==> config.mk <==
export PLATFORM = sky130hd
export DESIGN_NAME = trim_prescaler
export DESIGN_NICKNAME = d
export VERILOG_FILES = /design/src/rtl/prescale_pkg.sv /design/src/rtl/trim_decode.sv /design/src/rtl/trim_accum.sv /design/src/rtl/div_counter.sv /design/src/rtl/trim_prescaler.sv
export SDC_FILE = /design/constraint.sdc
export NUM_CORES = 1
export LEC_CHECK = 0
export ABC_AREA = 1
export BUFFER_PORTS_ARGS = -buffer_cell sky130_fd_sc_hd__buf_2
export CAP_MARGIN = 5
export CORE_MARGIN = 5
export CORE_UTILIZATION = 50
export DETAILED_ROUTE_END_ITERATION = 8
export PLACE_DENSITY = 0.71
export SLEW_MARGIN = 20
export SYNTH_ARGS = -nofsm -noshare
export SYNTH_HDL_FRONTEND = slang
export SYNTH_SLANG_ARGS = --single-unit
export TNS_END_PERCENT = 20
==> constraint.sdc <==
create_clock -name clk -period 3.2 [get_ports clk]
set_clock_uncertainty 0.05 [all_clocks]
set_input_delay 0.48 -clock clk [delete_from_list [all_inputs] [get_ports clk]]
set_output_delay 0.48 -clock clk [all_outputs]
set_load 0.02 [all_outputs]
==> src/rtl/prescale_pkg.sv <==
package prescale_pkg;

  typedef enum logic {
    DIR_SLOW = 1'b0,
    DIR_FAST = 1'b1
  } trim_dir_e;

  // Largest whole-count correction in one second for magnitude mag,
  // given a remainder strictly below den.
  function automatic int unsigned max_corr(int unsigned mag,
                                           int unsigned num,
                                           int unsigned den);
    return (den - 1 + mag * num) / den;
  endfunction

  function automatic int unsigned width_of(int unsigned v);
    return (v < 2) ? 1 : $clog2(v + 1);
  endfunction

endpackage

==> src/rtl/trim_decode.sv <==
module trim_decode
  import prescale_pkg::*;
#(
  parameter int TRIM_W = 3,
  localparam int MAG_W = TRIM_W - 1
) (
  input  logic [TRIM_W-1:0] code,
  output trim_dir_e         dir,
  output logic [MAG_W-1:0]  mag
);

  assign dir = trim_dir_e'(code[TRIM_W-1]);
  assign mag = code[MAG_W-1:0];

endmodule

==> src/rtl/trim_accum.sv <==
module trim_accum
  import prescale_pkg::*;
#(
  parameter int MAG_W    = 2,
  parameter int STEP_NUM = 65536,
  parameter int STEP_DEN = 100000,
  parameter int K_MAX    = 2,
  parameter int K_W      = 2
) (
  input  logic             clk,
  input  logic             rst,
  input  logic             load,
  input  logic [MAG_W-1:0] mag,
  output logic [K_W-1:0]   corr_q
);

  localparam int MAX_MAG = (1 << MAG_W) - 1;
  localparam int ACC_W   = $clog2(STEP_DEN + MAX_MAG * STEP_NUM + 1);
  localparam logic [ACC_W-1:0] NUM_V = ACC_W'(STEP_NUM);
  localparam logic [ACC_W-1:0] DEN_V = ACC_W'(STEP_DEN);

  logic [ACC_W-1:0] acc_q;
  logic [ACC_W-1:0] rem;
  logic [K_W-1:0]   corr_n;

  // Fold the new fraction in and strip out whole counts.
  always_comb begin
    rem    = acc_q + ACC_W'(mag) * NUM_V;
    corr_n = '0;
    for (int i = 0; i < K_MAX; i++) begin
      if (rem >= DEN_V) begin
        rem    = rem - DEN_V;
        corr_n = corr_n + K_W'(1);
      end
    end
  end

  always_ff @(posedge clk) begin
    if (rst) begin
      acc_q  <= '0;
      corr_q <= '0;
    end else if (load) begin
      acc_q  <= rem;
      corr_q <= corr_n;
    end
  end

  assert_acc_below_den_R8: assert property (@(posedge clk) disable iff (rst)
    acc_q < DEN_V)
    else $error("fractional remainder reached a whole count");

  assert_acc_cleared_R8: assert property (@(posedge clk) disable iff (rst)
    $past(rst) |-> (acc_q == '0))
    else $error("accumulator not cleared by reset");

  assert_corr_bound_R6: assert property (@(posedge clk) disable iff (rst)
    int'(corr_q) <= K_MAX)
    else $error("per-second correction exceeds bound");

endmodule

==> src/rtl/div_counter.sv <==
module div_counter
  import prescale_pkg::*;
#(
  parameter int DIV_LOG2 = 15,
  parameter int K_W      = 2,
  localparam int CNT_W   = DIV_LOG2 + 1
) (
  input  logic                clk,
  input  logic                rst,
  input  logic                ce,
  input  trim_dir_e           dir_q,
  input  logic [K_W-1:0]      corr_q,
  output logic                wrap,
  output logic                tick,
  output logic [DIV_LOG2-1:0] taps
);

  localparam logic [CNT_W-1:0] BASE_TERM = CNT_W'((1 << DIV_LOG2) - 1);

  logic [CNT_W-1:0] cnt_q;
  logic [CNT_W-1:0] term;

  assign term = (dir_q == DIR_FAST) ? BASE_TERM - CNT_W'(corr_q)
                                    : BASE_TERM + CNT_W'(corr_q);
  assign wrap = ce && (cnt_q >= term);
  assign taps = cnt_q[DIV_LOG2-1:0];

  always_ff @(posedge clk) begin
    if (rst) begin
      cnt_q <= '0;
      tick  <= 1'b0;
    end else begin
      tick <= wrap;
      if (wrap)    cnt_q <= '0;
      else if (ce) cnt_q <= cnt_q + CNT_W'(1);
    end
  end

  assert_cnt_in_range_R6: assert property (@(posedge clk) disable iff (rst)
    cnt_q <= term)
    else $error("counter passed terminal value");

  assert_tick_one_cycle_R3: assert property (@(posedge clk) disable iff (rst)
    tick |=> !tick)
    else $error("tick wider than one cycle");

  assert_tick_after_ce_R3: assert property (@(posedge clk) disable iff (rst)
    $rose(tick) |-> $past(ce))
    else $error("tick without enabled cycle");

  assert_hold_without_ce_R3: assert property (@(posedge clk) disable iff (rst)
    !ce |=> $stable(cnt_q))
    else $error("counter moved without enable");

endmodule

==> src/rtl/trim_prescaler.sv <==
module trim_prescaler
  import prescale_pkg::*;
#(
  parameter int DIV_LOG2 = 15,
  parameter int TRIM_W   = 3,
  parameter int STEP_NUM = 65536,
  parameter int STEP_DEN = 100000
) (
  input  logic                clk,
  input  logic                rst,
  input  logic                ce,
  input  logic [TRIM_W-1:0]   trim_code,
  output logic                tick,
  output logic [DIV_LOG2-1:0] taps
);

  localparam int MAG_W   = TRIM_W - 1;
  localparam int MAX_MAG = (1 << MAG_W) - 1;
  localparam int K_MAX   = int'(max_corr(MAX_MAG, STEP_NUM, STEP_DEN));
  localparam int K_W     = int'(width_of(K_MAX));

  trim_dir_e         dir_in;
  trim_dir_e         dir_q;
  logic [MAG_W-1:0]  mag_in;
  logic [K_W-1:0]    corr_q;
  logic [TRIM_W-1:0] trim_q;
  logic              wrap;

  trim_decode #(.TRIM_W(TRIM_W)) u_decode (
    .code (trim_code),
    .dir  (dir_in),
    .mag  (mag_in)
  );

  // Active code is captured only at a second boundary.
  always_ff @(posedge clk) begin
    if (rst) begin
      trim_q <= '0;
      dir_q  <= DIR_SLOW;
    end else if (wrap) begin
      trim_q <= trim_code;
      dir_q  <= dir_in;
    end
  end

  trim_accum #(
    .MAG_W    (MAG_W),
    .STEP_NUM (STEP_NUM),
    .STEP_DEN (STEP_DEN),
    .K_MAX    (K_MAX),
    .K_W      (K_W)
  ) u_accum (
    .clk    (clk),
    .rst    (rst),
    .load   (wrap),
    .mag    (mag_in),
    .corr_q (corr_q)
  );

  div_counter #(
    .DIV_LOG2 (DIV_LOG2),
    .K_W      (K_W)
  ) u_count (
    .clk    (clk),
    .rst    (rst),
    .ce     (ce),
    .dir_q  (dir_q),
    .corr_q (corr_q),
    .wrap   (wrap),
    .tick   (tick),
    .taps   (taps)
  );

  assert_code_held_R7: assert property (@(posedge clk) disable iff (rst)
    !wrap |=> $stable(trim_q))
    else $error("active code changed inside a second");

  assert_zero_mag_no_corr_R2: assert property (@(posedge clk) disable iff (rst)
    (trim_q[MAG_W-1:0] == '0) |-> (corr_q == '0))
    else $error("correction applied with zero magnitude");

endmodule

; After elaboration in Yosys (flattened, before gate mapping)
; Index checks and enable logic that the tools add are counted.
[op_classes]
addsub = 7
magnitude_cmp = 3
n_mux = 5
reduce_logical = 2
[op_table]
columns = op, n
row1 = greater-or-equal comparator 19 x 17 -> 1 bit (second input constant), 2
row2 = 2-to-1 mux 19 bit, 2
row3 = subtractor 19 x 17 -> 19 bit (second input constant), 2
row4 = adder 19 x 18 -> 19 bit, 1
row5 = adder 15 x 2 -> 16 bit (first input constant), 1
row6 = adder 16 x 1 -> 16 bit (second input constant), 1
row7 = greater-or-equal comparator 16 bit, 1
row8 = 2-to-1 mux 16 bit, 1
row9 = subtractor 15 x 2 -> 16 bit (first input constant), 1
row10 = adder 1 x 1 -> 2 bit (second input constant), 1
row11 = 2-to-1 mux 2 bit, 1
row12 = OR reduction 2 bit, 1
row13 = logical AND 1 bit, 1
row14 = 2-to-1 mux 1 bit, 1
[word_totals]
reg_bits = 39
input_bits = 6
output_inout_bits = 16
word_cells = 22

; Logic depth before layout (Yosys ltp)
; Gate-level depths: netlist of run 1.
[logic_depth]
ltp_word = 5
mapped_depth = 23
ltp_nobuf = 21

; Cells and area by module
; From an unflattened synthesis of run 1, not the netlist that was laid out.
[hier_totals]
hier_cells = 526
area_unflattened_um2 = 3384.5
[by_module_without_submodules]
columns = module, n_inst, cells_each, area_each_um2, seq_area_each_um2
row1 = trim_accum, 1, 322, 1946.9, 320.3
row2 = div_counter, 1, 194, 1370.1, 340.3
row3 = trim_prescaler, 1, 7, 45.0, 20.0
row4 = trim_decode, 1, 3, 22.5, 0.0

; Least setup slack after synthesis of run 1
; Ideal clock, no wire load.
[synth_path]
path_kind = input-to-reg
start = input trim_code[0]
end = register u_accum.corr_q[0]
setup_ns = 0.122
t_arrival_ns = 2.843
required_time_ns = 3.028
slack_ns = 0.185
stages = 19
path_buffers = 2
path_cell_list = ha_1 -> inv_1 -> fa_1 -> xnor2_2 -> nor2_8 -> nand3_4 -> buf_12 -> nand2_1 -> nand2_2 -> inv_1 -> ha_1 -> nand2_1 -> nor2_2 -> nand2_2 -> nand3_4 -> buf_6 -> ha_1 -> nand2_1 -> o21ai_0
[synth_via]
elab_chain_len = 5
word_cells_on_any_way = 8
classes_between = 3 x add/sub / 2 x order compare / 3 x mux
[synth_lines]
columns = element, line_no
row1 = "start, declared", trim_prescaler.sv:12  ; input logic [TRIM_W-1:0] trim_code,
row2 = adder 19 x 18 -> 19 bit (*), trim_accum.sv:28  ; rem = acc_q + ACC_W'(mag) * NUM_V;
row3 = subtractor 19 x 17 -> 19 bit or greater-or-equal comparator 19 x 17 -> 1 bit (tied branches), "trim_accum.sv:32, trim_accum.sv:31"
row4 = 2-to-1 mux 19 bit or 2-to-1 mux 1 bit (tied branches), trim_accum.sv:31  ; if (rem >= DEN_V) begin
row5 = greater-or-equal comparator 19 x 17 -> 1 bit or adder 1 x 1 -> 2 bit (tied branches), "trim_accum.sv:31, trim_accum.sv:33"
row6 = 2-to-1 mux 2 bit (*), trim_accum.sv:31
row7 = via u_accum.corr_n[0], trim_accum.sv:24  ; logic [K_W-1:0] corr_n;
row8 = "end signal, assigned", trim_accum.sv:44  ; corr_q <= corr_n;
row9 = "end, declared", trim_accum.sv:14  ; output logic [K_W-1:0] corr_q
; Mark *: on every way through the listed nets, which the timed path passes. The rest lies on a longest branch.
; A chain may end at the register's enable or synchronous reset.

; Worst setup path in the final report of run 1
[layout_path]
start = register u_accum.acc_q[16]
end = register u_accum.acc_q[9]
[layout_via]
elab_chain_len = 5
word_cells_on_any_way = 7
classes_between = 3 x add/sub / 2 x order compare / 2 x mux
[layout_lines]
columns = element, line_no
row1 = "start, declared", trim_accum.sv:22  ; logic [ACC_W-1:0] acc_q;
row2 = "start signal, assigned", trim_accum.sv:43  ; acc_q <= rem;
row3 = adder 19 x 18 -> 19 bit (*), trim_accum.sv:28
row4 = greater-or-equal comparator 19 x 17 -> 1 bit or subtractor 19 x 17 -> 19 bit (tied branches), "trim_accum.sv:31, trim_accum.sv:32"
row5 = 2-to-1 mux 19 bit (*), trim_accum.sv:31
row6 = subtractor 19 x 17 -> 19 bit or greater-or-equal comparator 19 x 17 -> 1 bit (tied branches), "trim_accum.sv:32, trim_accum.sv:31"
row7 = 2-to-1 mux 19 bit (*), trim_accum.sv:31
; Every way passes the cells marked *; elsewhere a longest branch is shown, timed or not.

==> results of run 1 <==
## layout make-up
type | count | area (um2) | area share, %
clock buffer | 5 | 68.82 | 1.979
sequential | 34 | 680.7 | 19.58
clock inverter | 3 | 68.82 | 1.979
multi-input combinational | 355 | 2093 | 60.20
inverter | 62 | 246.5 | 7.089
timing repair buffer | 35 | 222.7 | 6.405
tap | 77 | 96.34 | 2.771
## registers in the layout (all words and copies together), names as in the netlist
signal          flops
u_accum.corr_q      2
u_count.cnt_q      16
dir_q               1
u_count.tick        1
u_accum.acc_q      14
## power groups by stage
stage          Sequential (mW)  Clock (mW)  Combinational, mW
4_1_cts                  0.428       0.503              0.135
6_report                 0.428       0.488              0.139
3_5_place_dp             0.438           0              0.134
5_1_grt                  0.429       0.521              0.156
2_1_floorplan            0.437           0              0.111
3_3_place_gp             0.438           0              0.132
## cell usage in the layout (no fill, tap or decap), types with 2 or more instances in the layout
cell,n
nor2_8,2
inv_1,58
xor2_1,9
nor2_1,31
bufinv_16,2
nand2_1,137
buf_4,13
a21oi_1,17
nor2_2,6
clkbuf_8,5
xnor2_1,3
dfxtp_1,34
nand2_4,10
ha_1,24
nand4_1,11
nor2_4,4
nand3_4,3
o21ai_0,11
clkinv_4,3
buf_2,21
o21ai_1,2
nand3_1,42
nand3_2,5
nor3_1,9
o21ai_2,2
a21oi_2,2
nand2_2,16
## cell families (layout without fill, tap and decap cells)
group,Yosys count,count (layout)
multiplexers,1,1
AO/OA/AOI/OAI,35,35
flip-flops,34,34
XOR/XNOR,13,13
adder cells (fa/ha/maj),25,25
buffers and inverters,86,105
AND/OR/NAND/NOR,281,281
## stage by stage
step	instance area [um2]	setup WS (ns)
global route	3477	0.008458
global placement	3306	0.06614
finish	3477	0.2746
floorplan	3226	0.1850
CTS	3443	0.1249
detailed placement	3306	0.03360
## final timing paths
check | to | slack, ns | depth (start not counted)
setup / recovery | u_accum.acc_q[9]$_SDFFE_PP0P_ | 0.27 | 20
hold / removal | dir_q$_SDFFE_PP0P_ | 0.35 | 3
setup reg to reg | u_accum.acc_q[9]$_SDFFE_PP0P_ | 0.27 | 20
hold reg to reg | u_accum.acc_q[16]$_SDFFE_PP0P_ | 0.41 | 2
## timing repair
item | in CTS | in global routing
setup buffers | 0 | 4
endpoints found under the setup margin | 0 | 19
resized for setup | 0 | 1
endpoints found under the hold margin | 0 | 0
## worst max-delay path, cell delays in order (launching register included)
cell and delay [ns]:
dfxtp_1 0.33, ha_1 0.14, inv_1 0.05, fa_1 0.49, inv_1 0.11, buf_4 0.16
nor3_1 0.19, nand3_1 0.15, nand2_1 0.09, nand2_1 0.06, nand3_2 0.09, nand2_2 0.10
inv_1 0.09, nand2_1 0.05, nor2_1 0.11, nand2_1 0.09, nand3_4 0.09, buf_4 0.18
nand3_1 0.08, nand3_1 0.08, nand2_1 0.04
## cell usage after synthesis, types with 3 or more instances
| cell | count |
|---|---|
| xor2_1 | 9 |
| nor2_4 | 4 |
| o21ai_0 | 11 |
| nand2_2 | 16 |
| nand3_1 | 42 |
| nand4_1 | 11 |
| buf_4 | 15 |
| nor2_2 | 6 |
| dfxtp_1 | 34 |
| xnor2_1 | 3 |
| nand3_2 | 5 |
| nand2_4 | 10 |
| nor2_1 | 31 |
| ha_1 | 24 |
| nand2_1 | 137 |
| a21oi_1 | 17 |
| nand3_4 | 3 |
| inv_1 | 58 |
| buf_6 | 4 |
| nor3_1 | 9 |
## layer usage
| layer | vias up | routed length, um | GRT usage (%) |
|---|---|---|---|
| met2 | 31 | 3433 | 31.34 |
| met1 | 1287 | 3276 | 22.29 |
| met4 | 0 | 40 | 3.846 |
| li1 | 1538 | - | - |
| met3 | 4 | 180 | 2.917 |
| met5 | - | 0 | 0 |
==> metrics.txt, run 1 <==
# TYPE chip_impl_metric gauge
chip_impl_metric{name="initial_core_util",unit="%"} 51.09
chip_impl_metric{name="async_reset_ff_share",unit="%"} 0
chip_impl_metric{name="postLayoutCoreUtil",unit="%"} 55.07
chip_impl_metric{name="layout-drive-gt1-share",unit="%"} 20.65
chip_impl_metric{name="ctsHtreeMaxLevel",unit=""} 2
chip_impl_metric{name="yosys.area_share.xor_xnor",unit="%"} 3.763
chip_impl_metric{name="die-width",unit="um"} 90.32
chip_impl_metric{name="design.portCount",unit=""} 22
chip_impl_info{name="cts_tree",value="built"} 1
chip_impl_metric{name="p_clk_share",unit="%"} 46.3
chip_impl_metric{name="cp_data_arrival_time",unit="ns"} 3.06
chip_impl_metric{name="yosysUniqueCellTypes",unit=""} 41
chip_impl_metric{name="ir_drop",unit="V"} 0.0002001
chip_impl_metric{name="synth_area_per_cell",unit="um2"} 6.791
chip_impl_info{name="cts_root_buffer",value="clkbuf_8"} 1
chip_impl_metric{name="clock-sinks",unit=""} 34
chip_impl_metric{name="vias_per_cell",unit=""} 5.009
chip_impl_info{name="timing.rr.start",value="u_accum.acc_q[16]$_SDFFE_PP0P_"} 1
chip_impl_metric{name="grt_first_pass_wirelength",unit="um"} 12300
chip_impl_metric{name="routed-via-count",unit=""} 2860
chip_impl_metric{name="grt.total_usage",unit="%"} 17.65
chip_impl_metric{name="final_nets",unit=""} 524
chip_impl_info{name="setup.worst_path.start",value="u_accum.acc_q[16]$_SDFFE_PP0P_"} 1
chip_impl_metric{name="power_density",unit="nW/um2"} 303.5
chip_impl_metric{name="antenna_violating_nets_post_route",unit=""} 0
chip_impl_metric{name="areaGrowthSynthToFinish",unit="%"} 7.797
chip_impl_metric{name="report.final.slew_viol_count",unit=""} 0
chip_impl_metric{name="clock.fmax",unit="MHz"} 341.8
chip_impl_metric{name="drt_iter0_drc",unit=""} 105
chip_impl_metric{name="wl_per_cell",unit="um"} 12.14
chip_impl_metric{name="route.final.wire_length",unit="um"} 6930
chip_impl_metric{name="power.total",unit="mW"} 1.055
chip_impl_metric{name="dieArea",unit="um2"} 8158
chip_impl_metric{name="clk_path_buf_depth",unit=""} 2
chip_impl_metric{name="grt_remaining_overflow",unit=""} 0
chip_impl_info{name="yosys-top-cells-area",value="dfxtp_1 (21%), nand2_1 (16%), ha_1 (9.3%)"} 1
chip_impl_metric{name="synth-simple-area-share",unit="%"} 44.92
chip_impl_info{name="largest_family_of_logic_cells_by_synthesized_area",value="simple AND/OR/NAND/NOR gates"} 1
chip_impl_metric{name="grt_start_max_net_pins",unit=""} 20
chip_impl_metric{name="post_synth_fa_ha_maj_area_fraction",unit="%"} 9.930
chip_impl_metric{name="slew-limit-headroom",unit="%"} 77.24
chip_impl_metric{name="finalCriticalPeriod",unit="ns"} 2.925
chip_impl_metric{name="worst_hold_slack",unit="ns"} 0.3469
chip_impl_metric{name="synth-compound-area-share",unit="%"} 5.974
chip_impl_metric{name="placeableCoreArea",unit="um2"} 6314
chip_impl_metric{name="netlist.area_leader.share",unit="%"} 21.10
chip_impl_metric{name="setup_viol",unit=""} 0
chip_impl_metric{name="instances_no_fill",unit=""} 571
chip_impl_metric{name="grt_pass1_vias",unit=""} 2715
chip_impl_info{name="rsz0062_at_grt",value="no"} 1
chip_impl_metric{name="ys_seq_elements",unit=""} 34
chip_impl_info{name="run_status",value="completed"} 1
chip_impl_metric{name="synth_cells",unit=""} 475
chip_impl_metric{name="power_frac_seq",unit="%"} 40.5
chip_impl_info{name="synthDominantAreaCellType",value="dfxtp_1"} 1
chip_impl_metric{name="initial_antenna_violation_count",unit=""} 0
chip_impl_metric{name="ys_warn_count",unit=""} 0
chip_impl_metric{name="switching_power_summed_over_all_nets",unit="mW"} 0.2659
chip_impl_metric{name="drtPass1Iterations",unit=""} 4
chip_impl_metric{name="tritoncts.num_buffers",unit=""} 5
chip_impl_metric{name="synthesized_nets",unit=""} 506
chip_impl_metric{name="antenna_cells_inserted",unit=""} 0
chip_impl_metric{name="cts-hold-fix-buffers",unit=""} 0
chip_impl_metric{name="p_leak",unit="nW"} 1.738
chip_impl_metric{name="p_int",unit="mW"} 0.7895
chip_impl_metric{name="netlist_area",unit="um2"} 3226
chip_impl_metric{name="power.share.switching",unit="%"} 25.19
chip_impl_metric{name="final_tns_setup",unit="ns"} 0
chip_impl_metric{name="placed_cells_incl_taps",unit=""} 559
chip_impl_metric{name="muxShareOfSynthArea",unit="%"} 0.3103
chip_impl_metric{name="synth-edff-count",unit=""} 0
chip_impl_metric{name="worst_setup_hold_path_clk_slew",unit="ns"} 0.08
chip_impl_metric{name="die_h",unit="um"} 90.32
chip_impl_metric{name="period_share",unit="%"} 91.42
chip_impl_metric{name="ys_seq_area_share",unit="%"} 21.10
chip_impl_metric{name="crit_required",unit="ns"} 3.33
chip_impl_metric{name="worstMarginPinSlew",unit="ns"} 0.3397
chip_impl_metric{name="globalplace.congestion",unit=""} 0.8514
chip_impl_metric{name="combPwrFrac",unit="%"} 13.2
chip_impl_info{name="dominantRegCellSynth",value="dfxtp_1"} 1
chip_impl_metric{name="io_buffer_count",unit=""} 21
chip_impl_info{name="critPathKind",value="register to register"} 1
chip_impl_metric{name="rows",unit=""} 29
chip_impl_metric{name="crit_path_max_fanout",unit=""} 9
chip_impl_metric{name="final-hold-violation-count",unit=""} 0
chip_impl_info{name="crit_path_end_kind",value="register"} 1
chip_impl_metric{name="dp_hpwl",unit="um"} 5408
chip_impl_metric{name="n_fill_cell",unit=""} 650
chip_impl_info{name="worstSetupStartpointType",value="register"} 1
chip_impl_info{name="hp-class",value="input port to register"} 1
chip_impl_metric{name="clk_latency",unit="ns"} 0.29
chip_impl_metric{name="max_cap_violations",unit=""} 0
chip_impl_info{name="worstHoldStart",value="trim_code[2]"} 1
chip_impl_metric{name="remaining_drc_errors",unit=""} 0
(Power assumes the default switching activity.)
==> run 2: changes to the inputs <==
CTS_CLUSTER_SIZE = 12   (was default)
PLACE_DENSITY = 0.68   (was 0.71)
clock period = 3.6 ns   (was 3.2 ns; I/O delays follow)
==> run 2 against run 1 <==
  * Hold slack better by 0.052 ns
  * Flip-flop and latch count stayed put
  * Register-to-register slack better by 0.11 ns
  * Critical path depth is 2 lower
  * Critical path type unchanged
  * First-iteration DRC count is 4.8% higher
  * Sequential power is 11% lower
  * Critical endpoint unchanged
  * Highest routed layer unchanged
  * Maximum frequency is 9.0% lower
  * Wire length is 0.81% lower
==> metrics.txt, run 2 (same netlist as run 1, synthesis figures left out) <==
# TYPE chip_impl_metric gauge
chip_impl_metric{name="largest_register_ffs",unit=""} 16
chip_impl_metric{name="grt_pass1_vias",unit=""} 2707
chip_impl_metric{name="post_cts_resized",unit=""} 0
chip_impl_metric{name="final_nets",unit=""} 515
chip_impl_metric{name="vias_per_cell",unit=""} 5.039
chip_impl_info{name="crit_path_end_kind",value="register"} 1
chip_impl_metric{name="ctsHtreeMaxLevel",unit=""} 2
chip_impl_metric{name="dp_hpwl",unit="um"} 5489
chip_impl_info{name="top_register",value="u_count.cnt_q"} 1
chip_impl_metric{name="io_buffer_count",unit=""} 21
chip_impl_metric{name="design.portCount",unit=""} 22
chip_impl_metric{name="routed-via-count",unit=""} 2827
chip_impl_metric{name="final_cell_area",unit="um2"} 3332
chip_impl_metric{name="grt_remaining_overflow",unit=""} 0
chip_impl_metric{name="power.total",unit="mW"} 0.7628
chip_impl_info{name="registers_with_the_highest_flip_flop_counts",value="u_count.cnt_q (16), u_accum.acc_q (14), u_accum.corr_q (2)"} 1
chip_impl_metric{name="route.final.wire_length",unit="um"} 6874
chip_impl_metric{name="fin_ws",unit="ns"} 0.3847
chip_impl_info{name="cts_tree",value="built"} 1
chip_impl_metric{name="initial_core_util",unit="%"} 51.09
chip_impl_metric{name="clock-sinks",unit=""} 34
chip_impl_metric{name="met1Wirelength",unit="um"} 3262
chip_impl_info{name="hp-class",value="input port to register"} 1
chip_impl_metric{name="globalplace.congestion",unit=""} 0.8865
chip_impl_metric{name="initial_antenna_violation_count",unit=""} 0
chip_impl_info{name="worstSetupStartpointType",value="register"} 1
chip_impl_metric{name="dieArea",unit="um2"} 8158
chip_impl_metric{name="die-width",unit="um"} 90.32
chip_impl_metric{name="antenna_cells_inserted",unit=""} 0
chip_impl_metric{name="final_tns_setup",unit="ns"} 0
chip_impl_metric{name="cts-hold-fix-buffers",unit=""} 0
chip_impl_metric{name="clk_latency",unit="ns"} 0.28
chip_impl_metric{name="worstMarginPinSlew",unit="ns"} 0.7096
chip_impl_metric{name="grt.total_usage",unit="%"} 17.47
chip_impl_info{name="run_status",value="completed"} 1
chip_impl_metric{name="crit_required",unit="ns"} 3.77
chip_impl_metric{name="die_h",unit="um"} 90.32
chip_impl_info{name="cts_root_buffer",value="clkbuf_8"} 1
chip_impl_metric{name="met2_length",unit="um"} 3347
chip_impl_metric{name="postCtsSetupBuffers",unit=""} 0
chip_impl_info{name="worst_path_max_delay_cell",value="fa_1"} 1
chip_impl_metric{name="layout-drive-gt1-share",unit="%"} 18.39
chip_impl_metric{name="finalCriticalPeriod",unit="ns"} 3.215
chip_impl_metric{name="antenna_violating_nets_post_route",unit=""} 0
chip_impl_metric{name="placedInstanceArea",unit="um2"} 3256
chip_impl_metric{name="ir_drop",unit="V"} 0.0002101
chip_impl_metric{name="rows",unit=""} 29
chip_impl_metric{name="slew-limit-headroom",unit="%"} 52.64
chip_impl_metric{name="clock.fmax",unit="MHz"} 311.0
chip_impl_metric{name="period_share",unit="%"} 89.31
chip_impl_metric{name="clk_path_buf_depth",unit=""} 2
chip_impl_metric{name="n_fill_cell",unit=""} 672
chip_impl_info{name="route.top_layer_used",value="met4"} 1
chip_impl_metric{name="drtPass1Iterations",unit=""} 4
chip_impl_metric{name="max_stage_delay_on_crit_path",unit="ns"} 0.49
chip_impl_metric{name="wl_per_cell",unit="um"} 12.25
chip_impl_metric{name="remaining_drc_errors",unit=""} 0
chip_impl_metric{name="placeableCoreArea",unit="um2"} 6314
chip_impl_metric{name="tritoncts.num_buffers",unit=""} 5
chip_impl_metric{name="report.final.slew_viol_count",unit=""} 0
chip_impl_metric{name="setup_viol",unit=""} 0
chip_impl_info{name="crit_chain",value="ha_1 -> inv_1 -> fa_1 -> inv_1 -> nor2_8 -> nand3_4 -> nand2_1 -> nand2_2 -> nor2_2 -> nand3_1 -> nand2_1 -> nand2_1 -> nand3_4 -> buf_4 -> nand2_1 -> nand2_1 -> nand3_1 -> nand2_1"} 1
chip_impl_metric{name="worst_setup_hold_path_clk_slew",unit="ns"} 0.08
chip_impl_metric{name="placed_cells_incl_taps",unit=""} 554
chip_impl_info{name="critPathKind",value="register to register"} 1
chip_impl_metric{name="power_density",unit="nW/um2"} 228.9
chip_impl_info{name="most_common_cell_on_crit_path",value="nand2_1"} 1
chip_impl_info{name="final_cell_mix",value="nand2_1 (137), inv_1 (58), nand3_1 (42), dfxtp_1 (34), nor2_1 (31)"} 1
chip_impl_metric{name="final-hold-violation-count",unit=""} 0
chip_impl_metric{name="drt_iter0_drc",unit=""} 110
chip_impl_metric{name="instances_no_fill",unit=""} 561
chip_impl_info{name="rsz0062_at_grt",value="no"} 1
chip_impl_metric{name="grt_start_max_net_pins",unit=""} 18
chip_impl_metric{name="areaGrowthSynthToFinish",unit="%"} 3.297
chip_impl_metric{name="preCtsSetupSlack",unit="ns"} 0.1110
chip_impl_metric{name="wl_met3",unit="um"} 189
chip_impl_metric{name="cp_data_arrival_time",unit="ns"} 3.38
chip_impl_metric{name="crit_path_max_fanout",unit=""} 16
chip_impl_metric{name="grt_first_pass_wirelength",unit="um"} 12210
chip_impl_metric{name="max_cap_violations",unit=""} 0
chip_impl_info{name="layout_commonest_cell",value="nand2_1"} 1
chip_impl_metric{name="p_leak",unit="nW"} 1.661
-- run 2: cell types whose count changed in the layout (fill, tap and decap cells not counted) --
cell / change
buf_4: -8
bufinv_16: -2
clkbuf_1: +2
buf_12: -1
clkinv_1: +1
clkinv_4: -1
clkinvlp_4: -1
-- run 2: layout make-up --
| cell class | count | area [um2] | share of cell area [%] |
|---|---|---|---|
| Clock buffer | 7 | 76.32 | 2.291 |
| Sequential cell | 34 | 680.7 | 20.43 |
| Timing Repair Buffer | 26 | 142.6 | 4.281 |
| Inverter | 62 | 242.7 | 7.285 |
| Multi-Input combinational cell | 355 | 2093 | 62.82 |
| Tap cell | 77 | 96.34 | 2.891 |
-- run 2: metrics by stage --
stage	util (%)	hold WS, ns
final	52.77	0.3990
after global placement	51.57	0.3936
after floorplan	-	0.3801
after detailed placement	51.57	0.4155
after CTS	52.77	0.3932
after global routing	52.77	0.3954
-- run 2: path summary, 6_finish.rpt --
kind                                                startpoint  slack, ns  cells past startpoint                        endpoint
worst max-delay path            u_accum.acc_q[16]$_SDFFE_PP0P_       0.38                     18   u_accum.acc_q[9]$_SDFFE_PP0P_
worst min-delay path                                       rst       0.40                      2  u_accum.acc_q[17]$_SDFFE_PP0P_
worst max register to register  u_accum.acc_q[16]$_SDFFE_PP0P_       0.38                     18   u_accum.acc_q[9]$_SDFFE_PP0P_
worst min register to register  u_accum.acc_q[16]$_SDFFE_PP0P_       0.42                      2  u_accum.acc_q[16]$_SDFFE_PP0P_
-- run 2: critical path, delay by kind of cell, from the launching register on --
kind                     cells  cell delay [ns]
AND/OR/NAND/NOR             13             1.76
adder cells (fa/ha/maj)      2             0.63
buffers and inverters        3             0.37
flip-flops                   1             0.34
-- run 2: metal layers --
| layer | track usage, % | up-vias |
|---|---|---|
| met5 | 0 | - |
| met4 | 3.970 | 0 |
| met3 | 2.167 | 8 |
| met2 | 30.43 | 36 |
| met1 | 22.92 | 1268 |
| li1 | - | 1515 |
-- run 2: power breakdown --
group	switching [mW]	leakage (nW)	internal, mW
clock	0.134	0.0383	0.133
sequential	0.00257	0.274	0.378
combinational	0.0760	1.35	0.0392
total	0.212	1.66	0.550
==> run 3: changes to the inputs <==
SYNTH_HIERARCHICAL = 1   (was default)
==> run 3 against run 2 <==
  * Wire length up 17%
  * Clock-buffer cell count is 1 lower
  * Clock power increased by 15%
  * Register-to-register slack lost 0.03 ns
  * Non-clock buffer count is 1 higher
  * Flip-flop and latch count stayed put
  * Global-route usage increased by 2.4 points
  * Synthesized cell count increased by 11%
  * Via count grew 12%
  * Largest power group unchanged
==> metrics.txt, run 3 <==
# TYPE chip_impl_metric gauge
chip_impl_info{name="cts_root_buffer",value="clkbuf_8"} 1
chip_impl_metric{name="max_stage_delay_on_crit_path",unit="ns"} 0.47
chip_impl_metric{name="route.final.wire_length",unit="um"} 8036
chip_impl_metric{name="max_cap_violations",unit=""} 0
chip_impl_metric{name="grt_pass1_vias",unit=""} 3024
chip_impl_metric{name="p_leak",unit="nW"} 1.743
chip_impl_metric{name="grt.total_usage",unit="%"} 19.87
chip_impl_metric{name="die_h",unit="um"} 92.28
chip_impl_metric{name="routed-via-count",unit=""} 3157
chip_impl_metric{name="placed_cells_incl_taps",unit=""} 606
chip_impl_metric{name="setup_viol",unit=""} 0
chip_impl_metric{name="worstMarginPinSlew",unit="ns"} 0.5461
chip_impl_metric{name="largest_register_ffs",unit=""} 16
chip_impl_metric{name="vias_per_cell",unit=""} 5.142
chip_impl_info{name="yosys-top-cells-area",value="dfxtp_1 (20%), nand2_1 (16%), inv_1 (8.0%)"} 1
chip_impl_metric{name="ctsHtreeMaxLevel",unit=""} 2
chip_impl_info{name="synthDominantAreaCellType",value="dfxtp_1"} 1
chip_impl_metric{name="netlist_area",unit="um2"} 3384
chip_impl_info{name="r2r_end",value="u_accum/acc_q[13]$_SDFFE_PP0P_"} 1
chip_impl_metric{name="crit_path_max_fanout",unit=""} 17
chip_impl_info{name="cts_tree",value="built"} 1
chip_impl_info{name="top_register",value="u_count/cnt_q"} 1
chip_impl_metric{name="report.final.slew_viol_count",unit=""} 0
chip_impl_metric{name="power_density",unit="nW/um2"} 230.1
chip_impl_info{name="hp-class",value="register to register"} 1
chip_impl_info{name="crit_chain",value="buf_2 -> ha_1 -> fa_1 -> inv_1 -> nand3_1 -> nor2_4 -> nand3_2 -> buf_4 -> nand2_1 -> nand2_1 -> inv_1 -> nand2_1 -> nor2_1 -> nand3_1 -> nand2_1 -> nand3_1 -> nand3_1 -> nand2_1 -> inv_1"} 1
chip_impl_metric{name="dp_hpwl",unit="um"} 6289
chip_impl_metric{name="grt_remaining_overflow",unit=""} 0
chip_impl_info{name="synth.top_cells.by_count",value="nand2_1 (145), inv_1 (72), nor2_1 (55)"} 1
chip_impl_metric{name="finalCriticalPeriod",unit="ns"} 3.287
chip_impl_info{name="worst_path_max_delay_cell",value="fa_1"} 1
chip_impl_info{name="most_common_cell_on_crit_path",value="nand2_1"} 1
chip_impl_metric{name="rrSetupSlack",unit="ns"} 0.35
chip_impl_metric{name="placeableCoreArea",unit="um2"} 6681
chip_impl_metric{name="grt_start_max_net_pins",unit=""} 21
chip_impl_info{name="dominantRegCellSynth",value="dfxtp_1"} 1
chip_impl_metric{name="period_share",unit="%"} 91.30
chip_impl_metric{name="remaining_drc_errors",unit=""} 0
chip_impl_metric{name="yosysUniqueCellTypes",unit=""} 39
chip_impl_info{name="timing.rr.start",value="u_accum/acc_q[16]$_SDFFE_PP0P_"} 1
chip_impl_metric{name="antenna_violating_nets_post_route",unit=""} 0
chip_impl_metric{name="n_fill_cell",unit=""} 691
chip_impl_metric{name="ys_warn_count",unit=""} 6
chip_impl_metric{name="clk_path_buf_depth",unit=""} 2
chip_impl_metric{name="initial_core_util",unit="%"} 50.66
chip_impl_metric{name="drtPass1Iterations",unit=""} 4
chip_impl_metric{name="crit_required",unit="ns"} 3.80
chip_impl_metric{name="synth_cells",unit=""} 526
chip_impl_metric{name="drt_iter0_drc",unit=""} 173
chip_impl_metric{name="ir_drop",unit="V"} 0.0001237
chip_impl_info{name="critical-path-top-delay-family",value="simple AND/OR/NAND/NOR gates"} 1
chip_impl_metric{name="io_buffer_count",unit=""} 21
chip_impl_metric{name="post_cts_resized",unit=""} 0
chip_impl_metric{name="final_nets",unit=""} 560
chip_impl_info{name="worstSetupStartpointType",value="input port"} 1
chip_impl_info{name="rsz0062_at_grt",value="no"} 1
chip_impl_metric{name="dieArea",unit="um2"} 8515
chip_impl_metric{name="design.portCount",unit=""} 22
chip_impl_metric{name="async_reset_ff_share",unit="%"} 0
chip_impl_info{name="run_status",value="completed"} 1
chip_impl_metric{name="placedInstanceArea",unit="um2"} 3423
chip_impl_metric{name="worst_hold_path.num_cells",unit=""} 2
chip_impl_info{name="final_cell_mix",value="nand2_1 (145), inv_1 (72), nor2_1 (55), nand3_1 (36), dfxtp_1 (34)"} 1
chip_impl_metric{name="slew-limit-headroom",unit="%"} 63.55
chip_impl_metric{name="die-width",unit="um"} 92.28
chip_impl_metric{name="clk_latency",unit="ns"} 0.29
chip_impl_info{name="layout_commonest_cell",value="nand2_1"} 1
chip_impl_metric{name="globalplace.congestion",unit=""} 0.9174
chip_impl_metric{name="synth-edff-count",unit=""} 0
chip_impl_metric{name="worstRegToRegCells",unit=""} 18
chip_impl_info{name="worstHoldEndpoint",value="u_accum/corr_q[1]$_SDFFE_PP0P_"} 1
chip_impl_info{name="worstHoldStart",value="u_accum/corr_q[1]$_SDFFE_PP0P_"} 1
chip_impl_metric{name="clock.fmax",unit="MHz"} 304.2
chip_impl_info{name="most_frequent_cell_after_synthesis",value="nand2_1"} 1
chip_impl_metric{name="worst-path-buf-inv",unit=""} 5
chip_impl_metric{name="final-hold-violation-count",unit=""} 0
chip_impl_metric{name="ys_seq_elements",unit=""} 34
chip_impl_metric{name="grt_first_pass_wirelength",unit="um"} 13740
chip_impl_metric{name="synthesized_nets",unit=""} 553
chip_impl_metric{name="netlist.area_leader.share",unit="%"} 20.11
chip_impl_metric{name="clock-sinks",unit=""} 34
chip_impl_metric{name="postCtsSetupBuffers",unit=""} 0
chip_impl_metric{name="ys_seq_area_share",unit="%"} 20.11
chip_impl_info{name="critPathKind",value="input port to register"} 1
chip_impl_metric{name="wl_per_cell",unit="um"} 13.09
chip_impl_metric{name="tritoncts.num_buffers",unit=""} 5
chip_impl_metric{name="areaGrowthSynthToFinish",unit="%"} 3.956
chip_impl_metric{name="final_tns_setup",unit="ns"} 0
chip_impl_info{name="registers_with_the_highest_flip_flop_counts",value="u_count/cnt_q (16), u_accum/acc_q (14), u_accum/corr_q (2)"} 1
chip_impl_metric{name="initial_antenna_violation_count",unit=""} 0
chip_impl_metric{name="cts-hold-fix-buffers",unit=""} 0
chip_impl_metric{name="synth_area_per_cell",unit="um2"} 6.434
chip_impl_metric{name="instances_no_fill",unit=""} 614
chip_impl_metric{name="cp_data_arrival_time",unit="ns"} 3.48
chip_impl_metric{name="layout-drive-gt1-share",unit="%"} 17.23
chip_impl_info{name="crit_path_end_kind",value="register"} 1
chip_impl_metric{name="antenna_cells_inserted",unit=""} 0
chip_impl_metric{name="final_cell_area",unit="um2"} 3518
chip_impl_metric{name="rows",unit=""} 30
chip_impl_metric{name="worst_setup_hold_path_clk_slew",unit="ns"} 0.08
==> run 3: power by group <==
part | internal, mW | switching [mW]
logic | 0.0398 | 0.0796
registers | 0.378 | 0.00386
clock network | 0.154 | 0.154
==> run 3: stage by stage <==
stage          total power [mW]  setup slack (ns)  util, %  hold WS, ns
2_1_floorplan            0.4940           0.05916        -       0.4128
3_3_place_gp             0.5068           0.08880    51.24       0.4349
3_5_place_dp             0.5088           0.02529    51.24       0.4467
4_1_cts                  0.8227            0.3170    52.66       0.4673
5_1_grt                  0.8503            0.1303    52.66       0.5104
6_report                 0.8095            0.3131    52.66       0.4699
==> run 3: worst max path at each step <==
| stage | from | endpoint | slack (ns) | depth (start not counted) |
|---|---|---|---|---|
| 2_1_floorplan | trim_code[0] | u_accum/corr_q[0]$_SDFFE_PP0P_ | 0.06 | 20 |
| 3_3_place_gp | trim_code[0] | u_accum/corr_q[0]$_SDFFE_PP0P_ | 0.09 | 17 |
| 3_5_place_dp | trim_code[0] | u_accum/corr_q[0]$_SDFFE_PP0P_ | 0.03 | 17 |
| 4_1_cts | trim_code[0] | u_accum/corr_q[0]$_SDFFE_PP0P_ | 0.32 | 17 |
| 5_1_grt | trim_code[0] | u_accum/acc_q[13]$_SDFFE_PP0P_ | 0.13 | 19 |
| 6_report | trim_code[0] | u_accum/acc_q[13]$_SDFFE_PP0P_ | 0.31 | 19 |
==> run 3: final cells by class <==
type	instances	area [um2]	share of cell area, %
clock buffers	6	82.58	2.347
multi-input cells	388	2198	62.48
flip-flops and latches	34	680.7	19.35
clock inverters	2	12.51	0.3556
inverters	77	294.0	8.357
repair buffers	27	150.1	4.267
well taps	80	100.1	2.845
==> run 3: per-layer routing <==
| metal | share of wire, % | global-route usage, % | vias up |
|---|---|---|---|
| met5 | 0 | 0 | - |
| met4 | 3.1 | 7.673 | 0 |
| met3 | 4.5 | 2.871 | 20 |
| met2 | 49 | 36.19 | 73 |
| met1 | 43 | 23.27 | 1411 |
| li1 | - | - | 1653 |
==> run 3: cell families (layout without fill, tap and decap cells) <==
group | count (synthesis) | in the layout | synth area share (%)
simple gates | 303 | 303 | 43.40
buf+inv | 104 | 112 | 14.94
compound gates | 43 | 43 | 8.096
flops | 34 | 34 | 20.11
fa+ha+maj | 21 | 21 | 7.985
xor+xnor | 20 | 20 | 5.175
mux | 1 | 1 | 0.2958
==> run 3: worst min-delay path: cells and delay by family, from the launching register on <==
family	cells	cell delay, ns
compound gates	1	0.07
flops	1	0.33
simple gates	1	0.08
